==> config.mk <==
export PLATFORM = sky130hd
export DESIGN_NAME = vclk_scaled_gen
export DESIGN_NICKNAME = d
export VERILOG_FILES = /design/src/rtl/vclk_pkg.sv /design/src/rtl/vclk_line_ctr.sv /design/src/rtl/vclk_unit_ctr.sv /design/src/rtl/vclk_tog_match.sv /design/src/rtl/vclk_scaled_gen.sv
export SDC_FILE = /design/constraint.sdc
export NUM_CORES = 1
export LEC_CHECK = 0
export BUFFER_PORTS_ARGS = -buffer_cell sky130_fd_sc_hd__buf_2
export CORE_UTILIZATION = 54
export DETAILED_ROUTE_END_ITERATION = 7
export PLACE_DENSITY = 0.79
export SLEW_MARGIN = 20
export SYNTH_ARGS = -nofsm -noshare
export SYNTH_HDL_FRONTEND = slang
export SYNTH_HIERARCHICAL = 1
export SYNTH_SLANG_ARGS = --single-unit
export TNS_END_PERCENT = 1
==> constraint.sdc <==
create_clock -name clk -period 6.25 [get_ports clk]
set_input_delay 1.25 -clock clk [delete_from_list [all_inputs] [get_ports clk]]
set_output_delay 1.25 -clock clk [all_outputs]
set_load 0.005 [all_outputs]
==> src/rtl/vclk_pkg.sv <==
package vclk_pkg;
    localparam int PIX_W_DEF = 12;
    localparam int LEN_W_DEF = 8;
    localparam int CRS_W_DEF = 12;
    localparam int NTOG_DEF  = 3;

    typedef enum logic {
        U_IDLE = 1'b0,
        U_RUN  = 1'b1
    } unit_phase_e;
endpackage

==> src/rtl/vclk_line_ctr.sv <==
module vclk_line_ctr #(
    parameter int PIX_W = vclk_pkg::PIX_W_DEF
) (
    input  logic             clk,
    input  logic             rst_n,
    input  logic             hd_i,
    input  logic [PIX_W-1:0] start_pix_i,
    output logic             start_hit_o
);
    localparam logic [PIX_W-1:0] PIX_MAX = {PIX_W{1'b1}};

    typedef struct packed {
        logic [PIX_W-1:0] pix;
    } line_s;

    line_s st_d, st_q;

    always_comb begin
        st_d = st_q;
        if (hd_i) begin
            st_d.pix = '0;
        end else if (st_q.pix != PIX_MAX) begin
            st_d.pix = st_q.pix + 1'b1;
        end
        start_hit_o = (st_q.pix == start_pix_i);
    end

    always_ff @(posedge clk or negedge rst_n) begin
        if (!rst_n) begin
            st_q <= '0;
        end else begin
            st_q <= st_d;
        end
    end

    a_r3_line_origin: assert property (@(posedge clk) disable iff (!rst_n)
        hd_i |=> (st_q.pix == '0));

    a_r3_pix_monotonic: assert property (@(posedge clk) disable iff (!rst_n)
        !hd_i |=> (st_q.pix >= $past(st_q.pix)));
endmodule

==> src/rtl/vclk_unit_ctr.sv <==
module vclk_unit_ctr #(
    parameter int LEN_W = vclk_pkg::LEN_W_DEF,
    parameter int CRS_W = vclk_pkg::CRS_W_DEF
) (
    input  logic             clk,
    input  logic             rst_n,
    input  logic             reload_i,
    input  logic             start_hit_i,
    input  logic [LEN_W-1:0] len_i,
    output logic             cur_act_o,
    output logic [LEN_W-1:0] cur_sub_o,
    output logic [CRS_W:0]   cur_crs_o
);
    import vclk_pkg::*;

    localparam logic [CRS_W:0] CRS_CAP = {1'b1, {CRS_W{1'b0}}};

    typedef struct packed {
        unit_phase_e      phase;
        logic [LEN_W-1:0] sub;
        logic [CRS_W:0]   crs;
    } unit_s;

    unit_s            st_d, st_q;
    logic [LEN_W-1:0] len_eff;
    logic             running;

    always_comb begin
        len_eff   = (len_i == '0) ? {{(LEN_W-1){1'b0}}, 1'b1} : len_i;
        running   = (st_q.phase == U_RUN);
        cur_act_o = running || start_hit_i;
        cur_sub_o = running ? st_q.sub : '0;
        cur_crs_o = running ? st_q.crs : '0;

        st_d = st_q;
        if (reload_i) begin
            st_d.phase = U_IDLE;
            st_d.sub   = '0;
            st_d.crs   = '0;
        end else if (cur_act_o) begin
            st_d.phase = U_RUN;
            if (cur_sub_o >= len_eff - 1'b1) begin
                st_d.sub = '0;
                st_d.crs = (cur_crs_o == CRS_CAP) ? cur_crs_o : cur_crs_o + 1'b1;
            end else begin
                st_d.sub = cur_sub_o + 1'b1;
                st_d.crs = cur_crs_o;
            end
        end
    end

    always_ff @(posedge clk or negedge rst_n) begin
        if (!rst_n) begin
            st_q <= '{phase: U_IDLE, sub: '0, crs: '0};
        end else begin
            st_q <= st_d;
        end
    end

    a_r6_reload_clears: assert property (@(posedge clk) disable iff (!rst_n)
        reload_i |=> (st_q.phase == U_IDLE && st_q.sub == '0 && st_q.crs == '0));

    a_r7_run_persists: assert property (@(posedge clk) disable iff (!rst_n)
        (!reload_i && cur_act_o) |=> cur_act_o);

    a_r9_cap_holds: assert property (@(posedge clk) disable iff (!rst_n)
        (!reload_i && st_q.phase == U_RUN && st_q.crs == CRS_CAP) |=> (st_q.crs == CRS_CAP));

    a_r3_coarse_at_wrap: assert property (@(posedge clk) disable iff (!rst_n)
        (st_q.phase == U_RUN && st_q.crs != $past(st_q.crs)) |-> (st_q.sub == '0));
endmodule

==> src/rtl/vclk_tog_match.sv <==
module vclk_tog_match #(
    parameter int NTOG  = vclk_pkg::NTOG_DEF,
    parameter int LEN_W = vclk_pkg::LEN_W_DEF,
    parameter int CRS_W = vclk_pkg::CRS_W_DEF
) (
    input  logic                  block_i,
    input  logic                  cur_act_i,
    input  logic [LEN_W-1:0]      cur_sub_i,
    input  logic [CRS_W:0]        cur_crs_i,
    input  logic [NTOG*CRS_W-1:0] tog_vals_i,
    input  logic [NTOG-1:0]       tog_en_i,
    output logic [NTOG-1:0]       hit_o,
    output logic                  flip_o
);
    logic at_boundary;

    assign at_boundary = cur_act_i && !block_i && (cur_sub_i == '0);

    for (genvar gi = 0; gi < NTOG; gi++) begin : g_slot
        logic [CRS_W-1:0] val;
        assign val       = tog_vals_i[gi*CRS_W +: CRS_W];
        assign hit_o[gi] = at_boundary && tog_en_i[gi] && (cur_crs_i == {1'b0, val});
    end

    assign flip_o = ^hit_o;

    always_comb begin
        a_r5_disabled_silent: assert ((hit_o & ~tog_en_i) == '0);
    end
endmodule

==> src/rtl/vclk_scaled_gen.sv <==
module vclk_scaled_gen #(
    parameter int PIX_W = vclk_pkg::PIX_W_DEF,
    parameter int LEN_W = vclk_pkg::LEN_W_DEF,
    parameter int CRS_W = vclk_pkg::CRS_W_DEF,
    parameter int NTOG  = vclk_pkg::NTOG_DEF
) (
    input  logic                  clk,
    input  logic                  rst_n,
    input  logic                  hd_i,
    input  logic                  sweep_en_i,
    input  logic                  start_pol_i,
    input  logic [PIX_W-1:0]      start_pix_i,
    input  logic [LEN_W-1:0]      len_i,
    input  logic [NTOG*CRS_W-1:0] tog_vals_i,
    input  logic [NTOG-1:0]       tog_en_i,
    output logic                  vout_o
);
    typedef struct packed {
        logic par;
    } out_s;

    out_s             st_d, st_q;
    logic             reload;
    logic             start_hit;
    logic             cur_act;
    logic [LEN_W-1:0] cur_sub;
    logic [CRS_W:0]   cur_crs;
    logic [NTOG-1:0]  hit;
    logic             flip;

    assign reload = hd_i && !sweep_en_i;

    vclk_line_ctr #(.PIX_W(PIX_W)) u_line (
        .clk         (clk),
        .rst_n       (rst_n),
        .hd_i        (hd_i),
        .start_pix_i (start_pix_i),
        .start_hit_o (start_hit)
    );

    vclk_unit_ctr #(.LEN_W(LEN_W), .CRS_W(CRS_W)) u_unit (
        .clk         (clk),
        .rst_n       (rst_n),
        .reload_i    (reload),
        .start_hit_i (start_hit),
        .len_i       (len_i),
        .cur_act_o   (cur_act),
        .cur_sub_o   (cur_sub),
        .cur_crs_o   (cur_crs)
    );

    vclk_tog_match #(.NTOG(NTOG), .LEN_W(LEN_W), .CRS_W(CRS_W)) u_match (
        .block_i    (reload),
        .cur_act_i  (cur_act),
        .cur_sub_i  (cur_sub),
        .cur_crs_i  (cur_crs),
        .tog_vals_i (tog_vals_i),
        .tog_en_i   (tog_en_i),
        .hit_o      (hit),
        .flip_o     (flip)
    );

    always_comb begin
        st_d = st_q;
        if (reload) begin
            st_d.par = 1'b0;
        end else begin
            st_d.par = st_q.par ^ flip;
        end
    end

    always_ff @(posedge clk or negedge rst_n) begin
        if (!rst_n) begin
            st_q <= '0;
        end else begin
            st_q <= st_d;
        end
    end

    assign vout_o = start_pol_i ^ st_q.par;

    a_r3_flip_on_boundary: assert property (@(posedge clk) disable iff (!rst_n)
        (st_q.par != $past(st_q.par)) |-> ($past(reload) || $past(cur_sub) == '0));

    a_r6_line_reload: assert property (@(posedge clk) disable iff (!rst_n)
        reload |=> (vout_o == start_pol_i));

    a_r7_sweep_no_stop: assert property (@(posedge clk) disable iff (!rst_n)
        (sweep_en_i && hd_i && cur_act) |=> cur_act);

    a_r8_cancel_pair: assert property (@(posedge clk) disable iff (!rst_n)
        ($countones(hit) == 2) |=> (st_q.par == $past(st_q.par)));
endmodule

Yosys cells after proc, flatten, opt, wreduce, memory -nomap -nowiden
Cells that the tools add are included.
- register bits after elaboration: 35
- bits of input ports: 64
- output and inout bits: 1
- logic and storage cells: 45
- add/sub/neg operators: 4
- order comparisons: 1
- equality and inequality tests: 6
- muxes and demuxes: 10
- bitwise gates (word level): 2
- reductions and logical operators: 17
- operator list (kind ; count):
    $mux W22 ; 2
    $eq A13 B12 Y1 ; 3
    $mux W13 ; 2
    $mux W12 ; 2
    $mux W21 ; 1
    $logic_not A8 Y1 ; 2
    $mux W8 ; 2
    $add A13 B1 Y13 const B ; 1
    $eq A13 B13 Y1 const B ; 1
    $add A12 B1 Y12 const B ; 1
    $eq A12 B12 Y1 ; 1
    $ne A12 B12 Y1 const B ; 1
    $logic_and A1 B1 Y1 ; 9
    $add A8 B1 Y8 const B ; 1
    $ge A8 B8 Y1 ; 1
    $sub A8 B1 Y8 const B ; 1
    $reduce_bool A2 Y1 ; 2
    $reduce_xor A3 Y1 ; 1
    $logic_not A1 Y1 ; 2
    $xor A1 B1 Y1 ; 2
    $logic_or A1 B1 Y1 ; 1
    $mux W1 ; 1

Depth between registers and ports, before layout
- depth in word-level cells: 10
- mapped depth: 14
- gate-level depth less buffers: 13

Modules after synthesis
Netlist, hierarchy kept.
- modules (own cells, without submodules) (module ; instances ; cells each ; area an instance (um2) ; seq. area each (um2)):
    vclk_unit_ctr ; 1 ; 220 ; 1843.0 ; 550.5
    vclk_line_ctr ; 1 ; 82 ; 773.2 ; 300.3
    vclk_tog_match ; 1 ; 56 ; 465.4 ; 0.0
    vclk_scaled_gen ; 1 ; 5 ; 52.6 ; 25.0

Worst setup path before layout
No wires, ideal clock.
- path type: input to register
- start point: input len_i[2]
- end point: register u_unit/st_q[2] in the netlist's numbering
- library setup time: 0.120 ns
- arrival time: 3.551 ns
- required time: 6.130 ns
- slack: 2.579 ns
- cell stages on the path: 11
- path buffers: 1
- path through: nor4_1 -> nand2_1 -> nor2_1 -> nor2_1 -> ha_1 -> ha_1 -> a2111o_1 -> a21o_1 -> clkbuf_1 -> a32o_1 -> and3_1
- cells in the longest elaborated chain, start to end: 7
- ends and longest elaborated chain (what ; RTL line ; text):
    start, declared ; vclk_scaled_gen.sv:13 ; input logic [LEN_W-1:0] len_i,
    $logic_not A8 Y1 ; vclk_unit_ctr.sv:29 ; len_eff = (len_i == '0) ? {{(LEN_W-1){1'b0}}, 1'b1} : len_i;
    $mux W8 * ; vclk_unit_ctr.sv:29 ;
    $sub A8 B1 Y8 * ; vclk_unit_ctr.sv:42 ; if (cur_sub_o >= len_eff - 1'b1) begin
    $ge A8 B8 Y1 * ; vclk_unit_ctr.sv:42 ;
    $mux W21 * ; vclk_unit_ctr.sv:42 ;
    $mux W22 * ; vclk_unit_ctr.sv:40 ; end else if (cur_act_o) begin
    $mux W22 * ; vclk_unit_ctr.sv:36 ; if (reload_i) begin
    end signal, assigned ; vclk_unit_ctr.sv:54 ; st_q <= '{phase: U_IDLE, sub: '0, crs: '0};
    end signal, assigned ; vclk_unit_ctr.sv:56 ; st_q <= st_d;
    end, declared ; vclk_unit_ctr.sv:24 ; unit_s st_d, st_q;
Every way passes the cells marked *; elsewhere a longest branch is shown, timed or not. The select of a mux whose other input is x is not followed.
A chain may end at the register's enable or synchronous reset.

Final worst setup path
- start point: input len_i[2]
- end point: register u_unit/st_q[3] in the netlist's numbering
Same word-level chain as after synthesis.

==> impl_metrics.yaml <==
yosys:
  yosysUniqueCellTypes: 61
  synth_enable_flop_cells: 0
  syn_avg_cell_area_um2: 8.63
  yosysSeqAreaShare: 0.279
  synth_ff_type: "dfrtp_1"
  synth_top_area_frac: 0.279
  synth_fp_nets: 440
  synth-warning-count: 6
  synth_cells: 363
  async_reset_ff_frac: 1.00
  yosys.area.top_type: "dfrtp_1"
  syn-cell-area_mm2: 0.00313
  synth_area_leaders: "dfrtp_1, xor2_1, xnor2_1"
  ys_ff_latch: 35
clock_network:
  cts_tree: "built"
  clock_latency_ns: 0.29
  clock_path_buffers: 2
  clk_pin_slew_ns: 0.08
  h-tree-depth: 2
  cts.sinks: 35
  postCtsSetupBuffers: 0
  numCtsBuffers: 5
  cts-resized-gates: 0
  cts_root_buffer: "clkbuf_8"
  ctsHoldBuffers: 0
route:
  wl_um: 7750
  first_pass_iters: 4
  drt_iter0_drc: 266
  drc: 0
  drtAntennaViolNets: 0
  wl_per_cell_um: 15.7
  num_vias: 2959
  avgViaCountPerCell: 5.98
sta:
  slew_viol_final: 0
  tns_ns: 0
  fin_crit_sh: 0.655
  worstMarginPinSlew_ns: 0.984
  max_freq_mhz: 244
  setup-violations-final: 0
  finalCriticalPeriod_ns: 4.09
  finalHoldViolCount: 0
  clock_skew_ns: 0.0116
  rsz0062_at_grt: "no"
  maxSlewHeadroom: 0.339
grt:
  antenna_found_initial: 0
  grt_use_met1: 0.346
  grt_max_degree: 38
  met3_usage: 0.0442
  grt-ovfl-total: 0
  use_met2: 0.448
  grt_first_pass_wirelength_um: 12900
  grt_pass1_vias: 2798
  busiest_layer: "met2"
  grt_use_total: 0.265
finish:
  final_layout_size_suffix_gt1_frac: 0.215
  seq_area_um2: 876
  final_nets: 499
  multiInputGateArea_mm2: 0.00214
  syn2layout_area_growth_pct: 13.5
  final_area_mm2: 0.00356
  fin_util: 0.642
  mostFrequentLayoutCells: "buf_2, dfrtp_1, xor2_1"
  fillers: 481
  final_common_cell: "buf_2"
  num_antenna_cells: 0
worst_setup_path:
  critPathCaptureType: "flop"
  arrival_ns: 4.29
  crit_path_max_fanout: 11
  timing.critical_path.mode_cell: "nand2_1"
  worstSetupPathType: "input port to flop"
  path_buf_inv: 1
  cp_top_family: "compound AO/OA/AOI/OAI gates"
  worst_path_largest_cell_delay_ns: 0.69
  cp-start-kind: "input port"
  path_cells: "buf_2 -> nor4_1 -> nand2_1 -> nor2_1 -> nor2_1 -> ha_1 -> nand2_1 -> xor2_1 -> ha_1 -> nand2_1 -> o21ai_0 -> a21oi_1 -> o21ai_0 -> a311oi_1"
  crit_path_top_delay_cell: "a21oi_1"
  critPathRequiredTime_ns: 6.45
power:
  p_leak_nw: 1.60
  peakVddDrop_v: 0.000135
  powerDensity_mw_per_mm2: 129
placed_design:
  placed_area_mm2: 0.00348
  numPortBuffers: 64
  dp_hpwl_um: 5830
  finalWeightedCongestion: 0.871
run_status:
  status: "finished clean"
run:
  max-cap-violations: 0
floorplan:
  fp.dieW_um: 78.2
  ioPinCount: 65
  core-area_mm2: 0.00554
  std_cell_rows: 27
  dieHeight_um: 78.2
  die-area_mm2: 0.00611
  initial_utilization: 0.566
hold_path:
  hp-class: "flop to flop"
==> area by class of cell <==
cell class                      count  share of cell area
Inverter                           11              0.0116
Clock buffer                        7              0.0214
Clock inverter                      1             0.00141
Sequential cell                    35               0.246
Multi-Input combinational cell    304               0.602
Timing Repair Buffer               65              0.0921
Tap cell                           72              0.0253
==> where the power goes <==
| group | switching (mW) | total, mW | internal [mW] |
|---|---|---|---|
| Combinational | 0.0332 | 0.0656 | 0.0323 |
| Sequential | 0.00283 | 0.231 | 0.228 |
| Clock | 0.0832 | 0.161 | 0.0783 |
| Total | 0.119 | 0.458 | 0.339 |
==> worst paths after layout <==
path / from / endpoint / slack [ns] / cells after the start
setup / recovery: len_i[2] / u_unit/st_q[3] / 2.16 / 14
hold / removal: u_unit/st_q[20] / u_unit/st_q[20] / 0.52 / 1
setup reg to reg: u_unit/running / u_unit/st_q[3] / 2.91 / 7
hold reg to reg: u_unit/st_q[20] / u_unit/st_q[20] / 0.52 / 1
max in group asynchronous: rst_n / u_line/st_q[9] / 4.70 / 1
min in group asynchronous: rst_n / u_unit/st_q[7] / 1.04 / 1
==> kinds of logic (layout without fill, tap and decap cells) <==
family | after synthesis | in the layout | share of synthesized area
flip-flops | 35 | 35 | 0.279
adder cells (fa/ha/maj) | 13 | 13 | 0.0519
AND/OR/NAND/NOR | 163 | 163 | 0.303
buffers and inverters | 24 | 84 | 0.0371
multiplexers | 3 | 3 | 0.00958
XOR/XNOR | 61 | 61 | 0.175
AO/OA/AOI/OAI | 64 | 64 | 0.144
==> worst register-to-register path, cell delays in order (launching register included) <==
cell and delay [ns]:
dfrtp_1 0.97, nand2_1 0.24, ha_1 0.35, nand2b_1 0.15, a2111o_1 0.47, a21oi_1 0.65
o21ai_0 0.16, a311oi_1 0.27
==> metrics by stage <==
stage / setup WS [ns] / total power, mW / instances / hold slack (ns)
after floorplan: 2.58 / 0.265 / 363 / 0.465
after global placement: 2.08 / 0.299 / 487 / 0.480
after detailed placement: 1.96 / 0.301 / 487 / 0.498
after CTS: 2.24 / 0.462 / 495 / 0.515
after global routing: 1.88 / 0.481 / 495 / 0.534
final: 2.16 / 0.458 / 495 / 0.517
==> state kept, by name, indices dropped and copies added (netlist names) <==
register and cells:
st_q 1, u_unit/running 1, u_unit/st_q 21, u_line/st_q 12
==> cell usage after synthesis (3+ instances only) <==
cell type,number
inv_1,11
and3_1,8
o211ai_1,4
nor3_2,3
nor3_1,9
xor2_1,31
nand3_1,15
dfrtp_1,35
a211oi_1,3
nand2b_1,4
o21ai_0,10
a22o_1,6
mux2i_1,3
buf_6,3
and2_1,15
a21oi_1,15
nor2_1,30
o31ai_1,3
or3_1,5
xnor2_1,29
nand2_1,22
nand4_1,15
a31oi_1,3
nor4_1,12
ha_1,13
clkbuf_1,7
buf_2,3
==> per-layer routing <==
layer | share of wire | vias up
met3 | 0.060 | 9
met1 | 0.44 | 1391
li1 | - | 1441
met2 | 0.48 | 118
met5 | 0 | -
met4 | 0.015 | 0
Power figures use the tool's default switching activity.
